## config.mk

```make
export PLATFORM = sky130hd
export DESIGN_NAME = cot_current_limiter
export DESIGN_NICKNAME = d
export VERILOG_FILES = /design/src/rtl/cotl_pkg.sv /design/src/rtl/cotl_thresh.sv /design/src/rtl/cotl_downcnt.sv /design/src/rtl/cotl_fault_latch.sv /design/src/rtl/cot_current_limiter.sv
export SDC_FILE = /design/constraint.sdc
export NUM_CORES = 1
export LEC_CHECK = 0
export BUFFER_PORTS_ARGS = -buffer_cell sky130_fd_sc_hd__clkbuf_2
export CAP_MARGIN = 20
export CORE_AREA = 5 5 59 61
export CTS_CLUSTER_DIAMETER = 150
export DETAILED_ROUTE_END_ITERATION = 12
export DIE_AREA = 0 0 64 66
export PLACE_DENSITY = 0.76
export SLEW_MARGIN = 5
export SYNTH_ARGS = -nofsm -noshare
export SYNTH_HDL_FRONTEND = slang
export SYNTH_SLANG_ARGS = --single-unit
```

## constraint.sdc

```tcl
create_clock -name clk -period 2 [get_ports clk]
set_input_delay 0.4 -clock clk [delete_from_list [all_inputs] [get_ports clk]]
set_output_delay 0.4 -clock clk [all_outputs]
set_load 0.02 [all_outputs]
```

## src/rtl/cotl_pkg.sv

```systemverilog
package cotl_pkg;
  // Converts a duration in nanoseconds to whole clock cycles.
  function automatic int ns_to_cycles(input int clk_hz, input int dur_ns);
    return ((clk_hz / 1000) * dur_ns) / 1000000;
  endfunction
endpackage

```

## src/rtl/cotl_thresh.sv

```systemverilog
module cotl_thresh #(
  parameter int SAMPLE_W = 11,
  parameter int LIM_NOM  = 650,
  parameter int LIM_FOLD = 420,
  parameter int SC_HS    = 1100,
  parameter int SC_LS    = 900
) (
  input  logic [SAMPLE_W-1:0] sample,
  input  logic                sense_low,
  input  logic                fold,
  output logic                lim_hit,
  output logic                sc_hit
);
  localparam logic [SAMPLE_W-1:0] LimNomC  = SAMPLE_W'(LIM_NOM);
  localparam logic [SAMPLE_W-1:0] LimFoldC = SAMPLE_W'(LIM_FOLD);
  localparam logic [SAMPLE_W-1:0] ScHsC    = SAMPLE_W'(SC_HS);
  localparam logic [SAMPLE_W-1:0] ScLsC    = SAMPLE_W'(SC_LS);

  logic [SAMPLE_W-1:0] lim_sel;
  logic [SAMPLE_W-1:0] sc_sel;

  always_comb begin
    lim_sel = fold ? LimFoldC : LimNomC;
    sc_sel  = sense_low ? ScLsC : ScHsC;
    lim_hit = (sample >= lim_sel);
    sc_hit  = (sample > sc_sel);
  end
endmodule

```

## src/rtl/cotl_downcnt.sv

```systemverilog
module cotl_downcnt #(
  parameter int W = 8
) (
  input  logic         clk,
  input  logic         rst_n,
  input  logic         clr,
  input  logic         load,
  input  logic [W-1:0] load_val,
  output logic [W-1:0] cnt
);
  logic [W-1:0] cnt_q;
  logic [W-1:0] cnt_d;
  logic         cnt_en;

  always_comb begin
    cnt_en = clr | load | (cnt_q != '0);
    if (clr)            cnt_d = '0;
    else if (load)      cnt_d = load_val;
    else if (cnt_q != '0) cnt_d = cnt_q - W'(1);
    else                cnt_d = cnt_q;
  end

  always_ff @(posedge clk or negedge rst_n) begin
    if (!rst_n)      cnt_q <= '0;
    else if (cnt_en) cnt_q <= cnt_d;
  end

  assign cnt = cnt_q;
endmodule

```

## src/rtl/cotl_fault_latch.sv

```systemverilog
module cotl_fault_latch (
  input  logic clk,
  input  logic rst_n,
  input  logic sc_hit,
  input  logic hot_shut,
  input  logic rearm,
  output logic latch_q,
  output logic sc_pulse_q,
  output logic release_now,
  output logic fault_now
);
  logic latch_d;
  logic pulse_d;

  always_comb begin
    fault_now   = sc_hit | hot_shut;
    release_now = latch_q & rearm & ~fault_now;
    latch_d     = fault_now | (latch_q & ~rearm);
    pulse_d     = sc_hit & ~latch_q;
  end

  always_ff @(posedge clk or negedge rst_n) begin
    if (!rst_n) begin
      latch_q    <= 1'b0;
      sc_pulse_q <= 1'b0;
    end else begin
      latch_q    <= latch_d;
      sc_pulse_q <= pulse_d;
    end
  end
endmodule

```

## src/rtl/cot_current_limiter.sv

```systemverilog
module cot_current_limiter #(
  parameter int CLK_HZ    = 50000000,
  parameter int OFF_NS    = 20000,
  parameter int BLANK_NS  = 16500,
  parameter int OFF_CYC   = cotl_pkg::ns_to_cycles(CLK_HZ, OFF_NS),
  parameter int BLANK_CYC = cotl_pkg::ns_to_cycles(CLK_HZ, BLANK_NS),
  parameter int SAMPLE_W  = 11,
  parameter int LIM_NOM   = 650,
  parameter int LIM_FOLD  = 420,
  parameter int SC_HS     = 1100,
  parameter int SC_LS     = 900
) (
  input  logic                clk,
  input  logic                rst_n,
  input  logic [SAMPLE_W-1:0] cur_sample,
  input  logic                sense_low,
  input  logic                out_edge,
  input  logic                temp_fold,
  input  logic                temp_shut,
  input  logic                rearm,
  output logic                bridge_off,
  output logic                short_pulse
);
  localparam int OFF_W   = $clog2(OFF_CYC + 1);
  localparam int BLANK_W = $clog2(BLANK_CYC + 1);
  localparam logic [OFF_W-1:0]   OffLoadC   = OFF_W'(OFF_CYC);
  localparam logic [BLANK_W-1:0] BlankLoadC = BLANK_W'(BLANK_CYC);

  // Reset: asserted asynchronously, released on a clock edge.
  logic [1:0] rst_sync_q;
  logic       rst_in_n;
  always_ff @(posedge clk or negedge rst_n) begin
    if (!rst_n) rst_sync_q <= 2'b00;
    else        rst_sync_q <= {rst_sync_q[0], 1'b1};
  end
  assign rst_in_n = rst_sync_q[1];

  logic lim_hit, sc_hit;
  logic latch_q, release_now, fault_now;
  logic [OFF_W-1:0]   off_cnt;
  logic [BLANK_W-1:0] blank_cnt;
  logic off_busy, off_last, blanking;
  logic off_clr, off_load, off_end, blank_load;

  cotl_thresh #(
    .SAMPLE_W(SAMPLE_W), .LIM_NOM(LIM_NOM), .LIM_FOLD(LIM_FOLD),
    .SC_HS(SC_HS), .SC_LS(SC_LS)
  ) u_thresh (
    .sample(cur_sample), .sense_low(sense_low), .fold(temp_fold),
    .lim_hit(lim_hit), .sc_hit(sc_hit)
  );

  cotl_fault_latch u_latch (
    .clk(clk), .rst_n(rst_in_n), .sc_hit(sc_hit), .hot_shut(temp_shut),
    .rearm(rearm), .latch_q(latch_q), .sc_pulse_q(short_pulse),
    .release_now(release_now), .fault_now(fault_now)
  );

  always_comb begin
    off_busy   = (off_cnt != '0);
    off_last   = (off_cnt == OFF_W'(1));
    blanking   = (blank_cnt != '0);
    off_clr    = fault_now | latch_q;
    off_load   = lim_hit & ~blanking & ~out_edge & ~off_busy;
    off_end    = off_last & ~off_clr;
    blank_load = out_edge | off_end | release_now;
  end

  cotl_downcnt #(.W(OFF_W)) u_off (
    .clk(clk), .rst_n(rst_in_n), .clr(off_clr), .load(off_load),
    .load_val(OffLoadC), .cnt(off_cnt)
  );

  cotl_downcnt #(.W(BLANK_W)) u_blank (
    .clk(clk), .rst_n(rst_in_n), .clr(1'b0), .load(blank_load),
    .load_val(BlankLoadC), .cnt(blank_cnt)
  );

  assign bridge_off = latch_q | off_busy;
endmodule


```

* After elaboration in Yosys (flattened, before gate mapping) *
Index checks and enable logic that the tools add are counted.

cells by class
  add/sub/neg operators = 2
  order comparisons = 2
  equal/unequal tests = 1
  muxes and demuxes = 7
  bitwise logic cells = 24
  reduce and logical (&&, ||, !) cells = 6

operators with widths
  cell                                                 count
  two-way mux 10 bit                                   6
  nonzero test 10 bit                                  2
  subtractor 10 x 1 -> 10 bit (second input constant)  2
  greater-or-equal comparator 11 bit                   1
  greater-than comparator 11 bit                       1
  two-way mux 11 bit                                   1
  == test 10 x 1 -> 1 bit (second input constant)      1
  OR 1 bit                                             9
  AND 1 bit                                            8
  NOT 1 bit                                            7
  AND reduction 2 bit                                  2
  nonzero test 3 bit                                   1
  nonzero test 2 bit                                   1

storage, ports and cells
  register bits after elaboration = 24
  output and inout bits = 2
  word-level logic and storage cells = 47

* Depth between registers and ports, before layout *
Gate-level depths: netlist (run 1).

  depth in word-level cells = 10
  gate-level depth with buffers = 9
  gate-level depth less buffers = 7

* By module *
Synthesis (run 1) repeated with hierarchy kept, for this count alone.

unflattened totals
  cells, all modules = 190
  area, all modules = 1,701.6 µm²

modules (own cells, without submodules)
  module               times used  cells an instance  area an instance (µm²)
  cotl_downcnt         2           64                 580.6
  cotl_thresh          1           38                 311.5
  cot_current_limiter  1           16                 147.6
  cotl_fault_latch     1           8                  81.3

* Worst setup path before layout (run 1) *
OpenSTA, ideal clock, no wires.

  path type = register -> register
  from = register u_off.cnt_q[0], in the netlist u_off.cnt[0]
  to = register u_off.cnt_q[0], in the netlist u_off.cnt[0]
  setup time = 132 ps
  arrival = 1,968 ps
  path slack = -100 ps
  cell stages (with the launch flop) = 10
  clock period less this slack = 2,100 ps
  cells stage by stage = dfrtp_1 -> inv_1 -> ha_1 -> nor4b_2 -> and3_1 -> buf_4 -> o31ai_1 -> or4_1 -> buf_2 -> nor3b_1

between the ends
  cells in the longest elaborated chain, start to end = 6

ends and longest elaborated chain
  element                                                                              line                text
  start: declaration                                                                   cotl_downcnt.sv:11  logic [W-1:0] cnt_q;
  start signal: assignment                                                             cotl_downcnt.sv:25  else if (cnt_en) cnt_q <= cnt_d;
  parallel branches: the longest is 6 deep, another holds subtractor 10 x 1 -> 10 bit  --

Several ways; the timed one is not identified. The select of a mux whose other input is x is not followed.
A chain may end at the register's enable or synchronous reset.

* Worst setup path in the final report (run 1) *
  from = register u_off.cnt_q[0], in the netlist u_off.cnt[0]
  to = output port bridge_off

between the ends
  cells in the longest elaborated chain, start to end = 2

ends and longest elaborated chain
  element              line                       text
  nonzero test 10 bit  cot_current_limiter.sv:60  off_busy = (off_cnt != '0);
  OR 1 bit             cot_current_limiter.sv:79  assign bridge_off = latch_q | off_busy;
  end: declaration     cot_current_limiter.sv:21  output logic bridge_off,

No other way between the ends.

==> results of run 1 <==
flip-flops by register name, indices dropped and copies added, names as in the netlist:
register / cells
u_latch.latch_q: 1
rst_sync_q: 2
u_latch.sc_pulse_q: 1
u_off.cnt: 10
u_blank.cnt: 10
layer usage:
| metal | GRT usage | vias to the layer above | wire [um] |
|---|---|---|---|
| li1 | - | 724 | - |
| met2 | 0.358 | 38 | 2200 |
| met1 | 0.215 | 700 | 1520 |
| met3 | 0.0289 | 6 | 149 |
| met5 | 0 | - | 0 |
| met4 | 0.0390 | 0 | 46 |
cell type report:
cell class                 instances  area [um2]  share of cell area
clock buffer                       3        22.5              0.0107
clock inverter                     1        30.0              0.0142
inverter                          10        37.5              0.0178
multi-input combinational        136         970               0.460
sequential                        24         601               0.285
tap                               33        41.3              0.0196
timing repair buffer              58         407               0.193
synthesized netlist by cell type, types with 3 or more instances:
master / count / area (um2)
a21oi_1: 11 / 55.1
ha_1: 16 / 200
nand3_1: 9 / 45.0
o21ai_0: 4 / 20.0
dfrtp_1: 24 / 601
nor2_1: 17 / 63.8
xnor2_1: 7 / 61.3
and2_1: 4 / 25.0
nand4b_1: 3 / 26.3
nand4_1: 3 / 18.8
nor3_1: 3 / 15.0
xor2_1: 4 / 35.0
nand2_1: 24 / 90.1
inv_1: 10 / 37.5
power by group:
group | total (mW) | internal, mW | switching (mW)
Clock | 0.356 | 0.203 | 0.154
Combinational | 0.196 | 0.0917 | 0.105
Sequential | 0.517 | 0.501 | 0.0156
critical path, cell delays in order (launching register included):
cell,delay (ns)
dfrtp_1,0.43
inv_2,0.09
ha_4,0.13
nor4b_4,0.21
and3_4,0.24
buf_6,0.09
or2b_1,0.22
clkbuf_8,0.15
kinds of logic (layout without fill, tap and decap cells):
group                      count (synthesis)  in the layout  share of synthesized area
xor gates and xnor gates                  11             11                     0.0615
buffers and inverters                     13             72                     0.0343
adders and majority gates                 16             16                      0.128
muxes                                      2              2                     0.0128
AOI/OAI and AO/OA                         25             25                      0.101
DFF                                       24             24                      0.383
other                                      1              1                    0.00239
and+or+nand+nor                           81             81                      0.278
timing repair:
item,4_1_cts,5_1_grt
gates resized for setup,5,7
endpoints found under the hold margin,2,0
setup buffers,6,3
pin swaps,2,5
gates cloned,0,0
hold buffers,1,0
endpoints found under the setup margin,5,9
worst paths after layout:
check                               from            endpoint  slack [ns]  cells after the start
hold / removal             rst_sync_q[1]  u_latch.sc_pulse_q        0.22                      1
min in group clk               temp_shut     u_latch.latch_q        0.32                      3
setup / recovery            u_off.cnt[0]          bridge_off       -0.28                      7
hold reg to reg            rst_sync_q[1]  u_latch.sc_pulse_q        0.22                      1
max in group asynchronous          rst_n       rst_sync_q[1]        1.53                      2
setup reg to reg            u_off.cnt[0]        u_off.cnt[8]       -0.18                      9
==> parameters.txt, run 1 <==
Parameter                              Value

Timing
  Highest Clock Rate    roughly 440 MHz
  Final worst clock skew    0.00475 ns
  Final Hold Violating Endpoints    0
  Slew Limit Fails    0
  Final Cycle Share    1.14
  WHS    ~0.22 ns
  RSZ-0062 raised after global routing    true
  Post-route setup TNS    -1.36 ns
  Worst Slack Setup Final    -0.282 ns
  Minimum clock period    between 2 and 2.5 ns
  Final number of setup-violating endpoints    9

Run status
  Result of the run    finished, violations left
  Violated checks    negative setup slack

GRT
  GRT Residual Overflow    0
  Largest net degree at the start of global routing    23
  Via count of the first global-routing pass    about 1500
  Total global-route track usage    0.187
  Number of antenna violations at the first check in global routing    0
  First-pass GRT wire length    around 6400 um

Finish
  Final nets    around 270
  Share of the core filled with cells in the final layout    0.720
  Synthesis-to-finish area growth    34.5%
  Commonest non-fill, non-tap cell in the layout    buf_4
  Post-route insts no fill    ~270
  Antenna cell count    0
  Layout Cell Area excl Fill    2110 um2
  Fraction of layout instances using a drive strength above 1    0.332
  Most frequent cells in the layout    buf_4, nand2_1, dfrtp_1, clkbuf_2, nor2_1
  Number of filler cells placed in the layout    between 200 and 250

Pwr
  Power consumption    1.07 mW
  Static Leakage    1.02 nW
  Power Dens Cells    between 500 and 600 nW/um2
  Peak supply drop    around 0.43 mV

Floorplanning
  Die Y    about 66 um
  Number of standard-cell rows in the floorplan    20
  Initial core utilization    0.535
  Full die area    4220 um2
  Die extent in x    64 um
  Core box area    ~2900 um2
  Number of placed I/O pins    20

Synth
  Average cell area after synthesis    a little over 9 um2
  Synthesis-stage register bit count    24
  Summed instance area of the synthesized netlist    about 1600 um2
  Post-synth EDFFs    0
  Unique masters post-synth    40
  Warning count from the yosys run    0
  Sequential fraction of the synthesis area    0.383
  Most used DFF post-synth    dfrtp_1
  Async set or reset register ratio after synthesis    1.00
  Syn nets    207
  Gate count after technology mapping    around 170

Place
  Cell area after placement    1930 um2
  Final HPWL from detailed placement    3010 um
  RD Place Congestion    between 0.8 and 0.9
  Pre-CTS setup slack    -0.370 ns
  Cell count after placement    ~250
  Count of buffers from port buffering    19

Detailed routing
  Violation count after the first detailed-routing iteration    74
  DRC viols    0
  Antenna-violating nets left    0
  Via density    approximately 5.5
  Wire length per cell    ~15 um
  Drt first pass iters    4
  Final wirelength    approximately 3900 um
  Number of vias after detailed routing    1468

Critical path
  Critical Path RT    approximately 1.6 ns
  Arrival time of the worst setup path    roughly 1.9 ns
  Critical path startpoint category    register
  Critical Path End Type    output port
  WS Path Type    reg -> out
  Worst-path maximum fanout    2

CTS
  Maximum buffer depth of the clock tree    2
  Clock sinks    24
  Clock edge transition at the registers on the reported setup and hold paths    between 0.1 and 0.15 ns
  Clock root cell    clkbuf_4
  Number of clock buffers inserted by TritonCTS    3
  TritonCTS clock tree    done
  Clock latency of the later-clocked register in the worst-skew pair    0.32 ns
  H-tree levels    1

Hold path
  Hold crit path type    reg -> async

Run
  Count of maximum capacitance violations    0
No activity file was read; power rests on OpenSTA's default activity.
==> inputs of run 2 (changes only) <==
CORE_AREA = 8 8 62 64   (was 5 5 59 61)
DIE_AREA = 0 0 70 72   (was 0 0 64 66)
clock period = 2.4 ns   (was 2 ns; I/O delays follow)
==> parameters.txt, run 2 (synthesized netlist as in run 1, its figures left out) <==
Parameter                              Value

Detailed routing
  Final wirelength    roughly 3600 um
  DRC viols    0
  Number of vias after detailed routing    about 1400
  Via density    5.74
  Drt first pass iters    4
  Violation count after the first detailed-routing iteration    46
  Wire length per cell    ~15 um
  Antenna-violating nets left    0

Floorplanning
  Core box area    ~2900 um2
  Full die area    ~5000 um2
  Number of placed I/O pins    20
  Number of standard-cell rows in the floorplan    20
  Die extent in x    roughly 70 um
  Initial core utilization    0.540
  Die Y    ~70 um

CTS
  Clock sinks    24
  TritonCTS clock tree    done
  Clock edge transition at the registers on the reported setup and hold paths    0.14 ns
  Maximum buffer depth of the clock tree    2
  Number of clock buffers inserted by TritonCTS    3
  Clock root cell    clkbuf_4
  Clock latency of the later-clocked register in the worst-skew pair    a little over 0.3 ns
  H-tree levels    1

Critical path
  Critical path startpoint category    register
  Slowest Stage Delay on Critical Path    about 0.43 ns
  Sequence of cells on the critical path    inv_2 > ha_4 > nor4b_4 > and3_4 > or2b_1 > clkbuf_2
  WS Path Type    reg -> out
  Worst path slowest cell    dfrtp_1
  Critical Path End Type    output port
  Critical Path RT    approximately 1.9 ns
  Arrival time of the worst setup path    between 1.5 and 2 ns
  Worst-path maximum fanout    6

Finish
  Final nets    238
  Antenna cell count    0
  Most frequent cells in the layout    nand2_1, dfrtp_1, clkbuf_2, nor2_1, ha_1
  Synthesis-to-finish area growth    17.6%
  Number of filler cells placed in the layout    around 240
  Fraction of layout instances using a drive strength above 1    0.202

Timing
  Highest Clock Rate    424 MHz
  Slew Limit Fails    0
  Worst slew margin    0.401
  Final number of setup-violating endpoints    0
  Worst slew pin tran    between 0.8 and 0.9 ns
  Minimum clock period    roughly 2.4 ns
  Post-route setup TNS    0 ns
  Final worst clock skew    slightly above 0.005 ns
  Final Hold Violating Endpoints    0
  Final Cycle Share    0.983

GRT
  Via count of the first global-routing pass    ~1500
  GRT Residual Overflow    0
  Number of antenna violations at the first check in global routing    0
  Total global-route track usage    0.148
  First-pass GRT wire length    roughly 6300 um
  Largest net degree at the start of global routing    23

Pwr
  Power consumption    around 0.86 mW
  Power Dens Cells    approximately 460 nW/um2
  Static Leakage    about 0.88 nW
  Peak supply drop    between 0.4 and 0.5 mV

Place
  RD Place Congestion    slightly below 0.9
  Final HPWL from detailed placement    roughly 2800 um
  Count of buffers from port buffering    19

Run
  Count of maximum capacitance violations    0

Hold path
  Hold crit path type    reg -> async

Run status
  Result of the run    completed
[run 2: cell types whose count changed in the layout (fill, tap and decap cells not counted), sizes merged]
| cell | change |
|---|---|
| buf | -29 |
[run 2: metrics by stage]
stage / hold slack [ns] / cell area, um2 / instances / utilization / setup WS (ns)
CTS: 0.372 / 1830 / 234 / 0.630 / 0.0351
finish: 0.378 / 1840 / 236 / 0.635 / 0.0406
detailed placement: 0.273 / 1720 / 226 / 0.592 / -0.0489
floorplan: 0.184 / 1570 / 173 / - / 0.300
global route: 0.382 / 1840 / 236 / 0.635 / -0.0140
global placement: 0.265 / 1720 / 226 / 0.592 / 0.111
[run 2: critical path: cells and delay by family (launching register included)]
kind | cells | cell delay [ns]
simple gates | 3 | 0.70
fa+ha+maj | 1 | 0.17
flops | 1 | 0.43
buf+inv | 2 | 0.25
[run 2: cell type report]
| type | instances | area, um2 | share of cell area |
|---|---|---|---|
| Clock buffer | 3 | 22.5 | 0.0122 |
| Timing Repair Buffer | 29 | 173 | 0.0936 |
| Inverter | 10 | 37.5 | 0.0204 |
| Multi-Input combinational cell | 136 | 940 | 0.509 |
| Tap cell | 33 | 41.3 | 0.0224 |
| Sequential cell | 24 | 601 | 0.326 |
| Clock inverter | 1 | 30.0 | 0.0163 |
[run 2: power by group]
| part | leakage, nW | switching, mW | internal [mW] | total [mW] |
|---|---|---|---|---|
| Sequential | 0.296 | 0.0197 | 0.417 | 0.437 |
| Combinational | 0.551 | 0.0701 | 0.0568 | 0.127 |
| Clock | 0.0279 | 0.123 | 0.169 | 0.292 |
| Total | 0.875 | 0.213 | 0.643 | 0.856 |
[run 2: layer usage]
metal  wire, um  vias up  global-route usage  part of all wire
li1           -      670                   -                 -
met1       1490      631               0.149              0.41
met2       1840       40               0.271              0.51
met3        145       14              0.0273             0.040
met4        139        0               0.103             0.038
met5          0        -                   0                 0
[run 2: path summary, 6_finish.rpt]
path	startpoint	end	slack (ns)	cells past startpoint
max	u_off.cnt[0]	bridge_off	0.04	6
min	rst_sync_q[1]	u_blank.cnt[2]	0.38	0
max reg2reg	u_off.cnt[0]	u_off.cnt[0]	0.15	8
min reg2reg	rst_sync_q[1]	u_blank.cnt[2]	0.38	0
max in group asynchronous	rst_sync_q[1]	u_off.cnt[9]	1.47	0
min in group clk	temp_shut	u_latch.latch_q	0.38	3
[run 2: repair_timing]
action | 4_1_cts | 5_1_grt
hold buffers | 1 | 0
setup endpoints to repair | 3 | 1
resized for setup | 4 | 2
setup buffers | 3 | 2
endpoints found under the hold margin | 2 | 0
pin swaps | 0 | 1
==> inputs of run 3 (changes only) <==
--- a/config.mk
+++ b/config.mk
@@ -13,2 +13,3 @@
 export DIE_AREA = 0 0 70 72
+export GPL_TIMING_DRIVEN = 1
 export PLACE_DENSITY = 0.76
--- a/constraint.sdc
+++ b/constraint.sdc
@@ -3,2 +3,2 @@
 set_output_delay 0.48 -clock clk [all_outputs]
-set_load 0.02 [all_outputs]
+set_load 0.005 [all_outputs]
==> parameters.txt, run 3 (synthesized netlist as in run 1, its figures left out) <==
Parameter                              Value

Floorplanning
  Number of standard-cell rows in the floorplan    20
  Die Y    72 um
  Initial core utilization    0.540
  Core box area    about 2900 um2
  Number of placed I/O pins    20
  Full die area    slightly above 5000 um2
  Die extent in x    about 70 um

Place
  Count of buffers from port buffering    19
  Pre-CTS setup slack    -0.0489 ns
  Final HPWL from detailed placement    around 2800 um
  RD Place Congestion    0.891
  Cell count after placement    about 230

CTS
  TritonCTS clock tree    done
  Clock root cell    clkbuf_4
  Maximum buffer depth of the clock tree    2
  Clock latency of the later-clocked register in the worst-skew pair    0.32 ns
  Number of clock buffers inserted by TritonCTS    3
  Clock sinks    24
  H-tree levels    1
  Clock edge transition at the registers on the reported setup and hold paths    ~0.14 ns

Detailed routing
  Final wirelength    3630 um
  Via density    5.71
  Drt first pass iters    4
  Antenna-violating nets left    0
  DRC viols    0
  Number of vias after detailed routing    approximately 1300
  Violation count after the first detailed-routing iteration    41
  Wire length per cell    approximately 15 um

Finish
  Synthesis-to-finish area growth    17.2%
  Antenna cell count    0
  Share of the core filled with cells in the final layout    0.633
  Final nets    ~240
  Post-route insts no fill    235
  Most frequent cells in the layout    nand2_1, dfrtp_1, clkbuf_2, nor2_1, ha_1
  Number of filler cells placed in the layout    between 200 and 250
  Fraction of layout instances using a drive strength above 1    0.193

GRT
  Number of antenna violations at the first check in global routing    0
  First-pass GRT wire length    around 6300 um
  Largest net degree at the start of global routing    23
  Via count of the first global-routing pass    between 1000 and 1500
  Total global-route track usage    0.148
  GRT Residual Overflow    0

Critical path
  Critical Path RT    1.92 ns
  Arrival time of the worst setup path    around 1.8 ns
  Critical Path End Type    output port
  Worst path slowest cell    dfrtp_1
  Worst-path maximum fanout    6
  Critical path startpoint category    register
  Sequence of cells on the critical path    inv_2 > ha_4 > nor4b_4 > and3_4 > or2b_1 > clkbuf_2
  Slowest Stage Delay on Critical Path    about 0.43 ns
  WS Path Type    reg -> out
  Origin of the worst setup path    u_off.cnt[0]
  Startpoint of the lowest-slack register-to-register path    u_off.cnt[0]
  Worst reg2reg path depth    7

Timing
  Worst slew margin    0.413
  Final number of setup-violating endpoints    0
  Worst Slack Setup Final    around 0.094 ns
  Slew Limit Fails    0
  Worst slew pin tran    around 0.9 ns
  RSZ-0062 raised after global routing    false
  Minimum clock period    between 2 and 2.5 ns
  Final worst clock skew    between 0.005 and 0.006 ns
  Final Hold Violating Endpoints    0
  Final Cycle Share    0.961
  Post-route setup TNS    0 ns
  Highest Clock Rate    434 MHz

Run status
  Result of the run    completed

Pwr
  Static Leakage    around 0.87 nW
  Peak supply drop    0.494 mV
  Power consumption    roughly 0.86 mW
  Power Dens Cells    466 nW/um2

Run
  Count of maximum capacitance violations    0

Hold path
  Hold crit path type    reg -> async
==> run 3: cell count changes in the layout (fill, tap and decap cells not counted) <==
cell | previous run | this run
buf_4 | 9 | 8
inv_1 | 8 | 9
inv_2 | 2 | 1
==> run 3: path summary, 6_finish.rpt <==
check / to / slack, ns
max reg2reg: u_off.cnt[1] / 0.25
max in group asynchronous: u_off.cnt[9] / 1.48
max: bridge_off / 0.09
min: u_blank.cnt[2] / 0.37
min in group clk: u_latch.latch_q / 0.38
min reg2reg: u_blank.cnt[2] / 0.37
==> run 3: timing repair <==
item	4_1_cts	5_1_grt
pin swaps	0	0
gates resized for setup	3	2
hold buffers	1	0
setup buffers	2	2
hold endpoints to repair	2	0
endpoints found under the setup margin	3	1
==> run 3: final cells by class <==
| type | instances | area, um2 | area share |
|---|---|---|---|
| Inverter | 10 | 37.5 | 0.0204 |
| Timing Repair Buffer | 28 | 165 | 0.0899 |
| Sequential cell | 24 | 601 | 0.327 |
| Tap cell | 33 | 41.3 | 0.0225 |
| Multi-Input combinational cell | 136 | 940 | 0.512 |
| Clock buffer | 3 | 22.5 | 0.0123 |
| Clock inverter | 1 | 30.0 | 0.0163 |
==> run 3: worst max-delay path, delay by kind of cell, from the launching register on <==
family	cells	cell delay, ns
AND/OR/NAND/NOR	3	0.69
flip-flops	1	0.43
buffers and inverters	2	0.21
adder cells (fa/ha/maj)	1	0.17
==> run 3: where the power goes <==
part           switching, mW  internal, mW
clock network          0.126         0.169
logic                 0.0674        0.0567
registers             0.0196         0.417
total                  0.213         0.643
==> run 3: stage by stage <==
stage	instance area, um2	hold slack (ns)
finish	1840	0.374
global route	1840	0.382
CTS	1810	0.372
detailed placement	1720	0.273
global placement	1720	0.265
floorplan	1570	0.184
==> run 3: layer usage <==
metal	routed length (um)	GRT usage	share of wire
met4	119	0.0871	0.033
met5	0	0	0
met2	1890	0.276	0.52
met3	136	0.0286	0.037
met1	1490	0.149	0.41
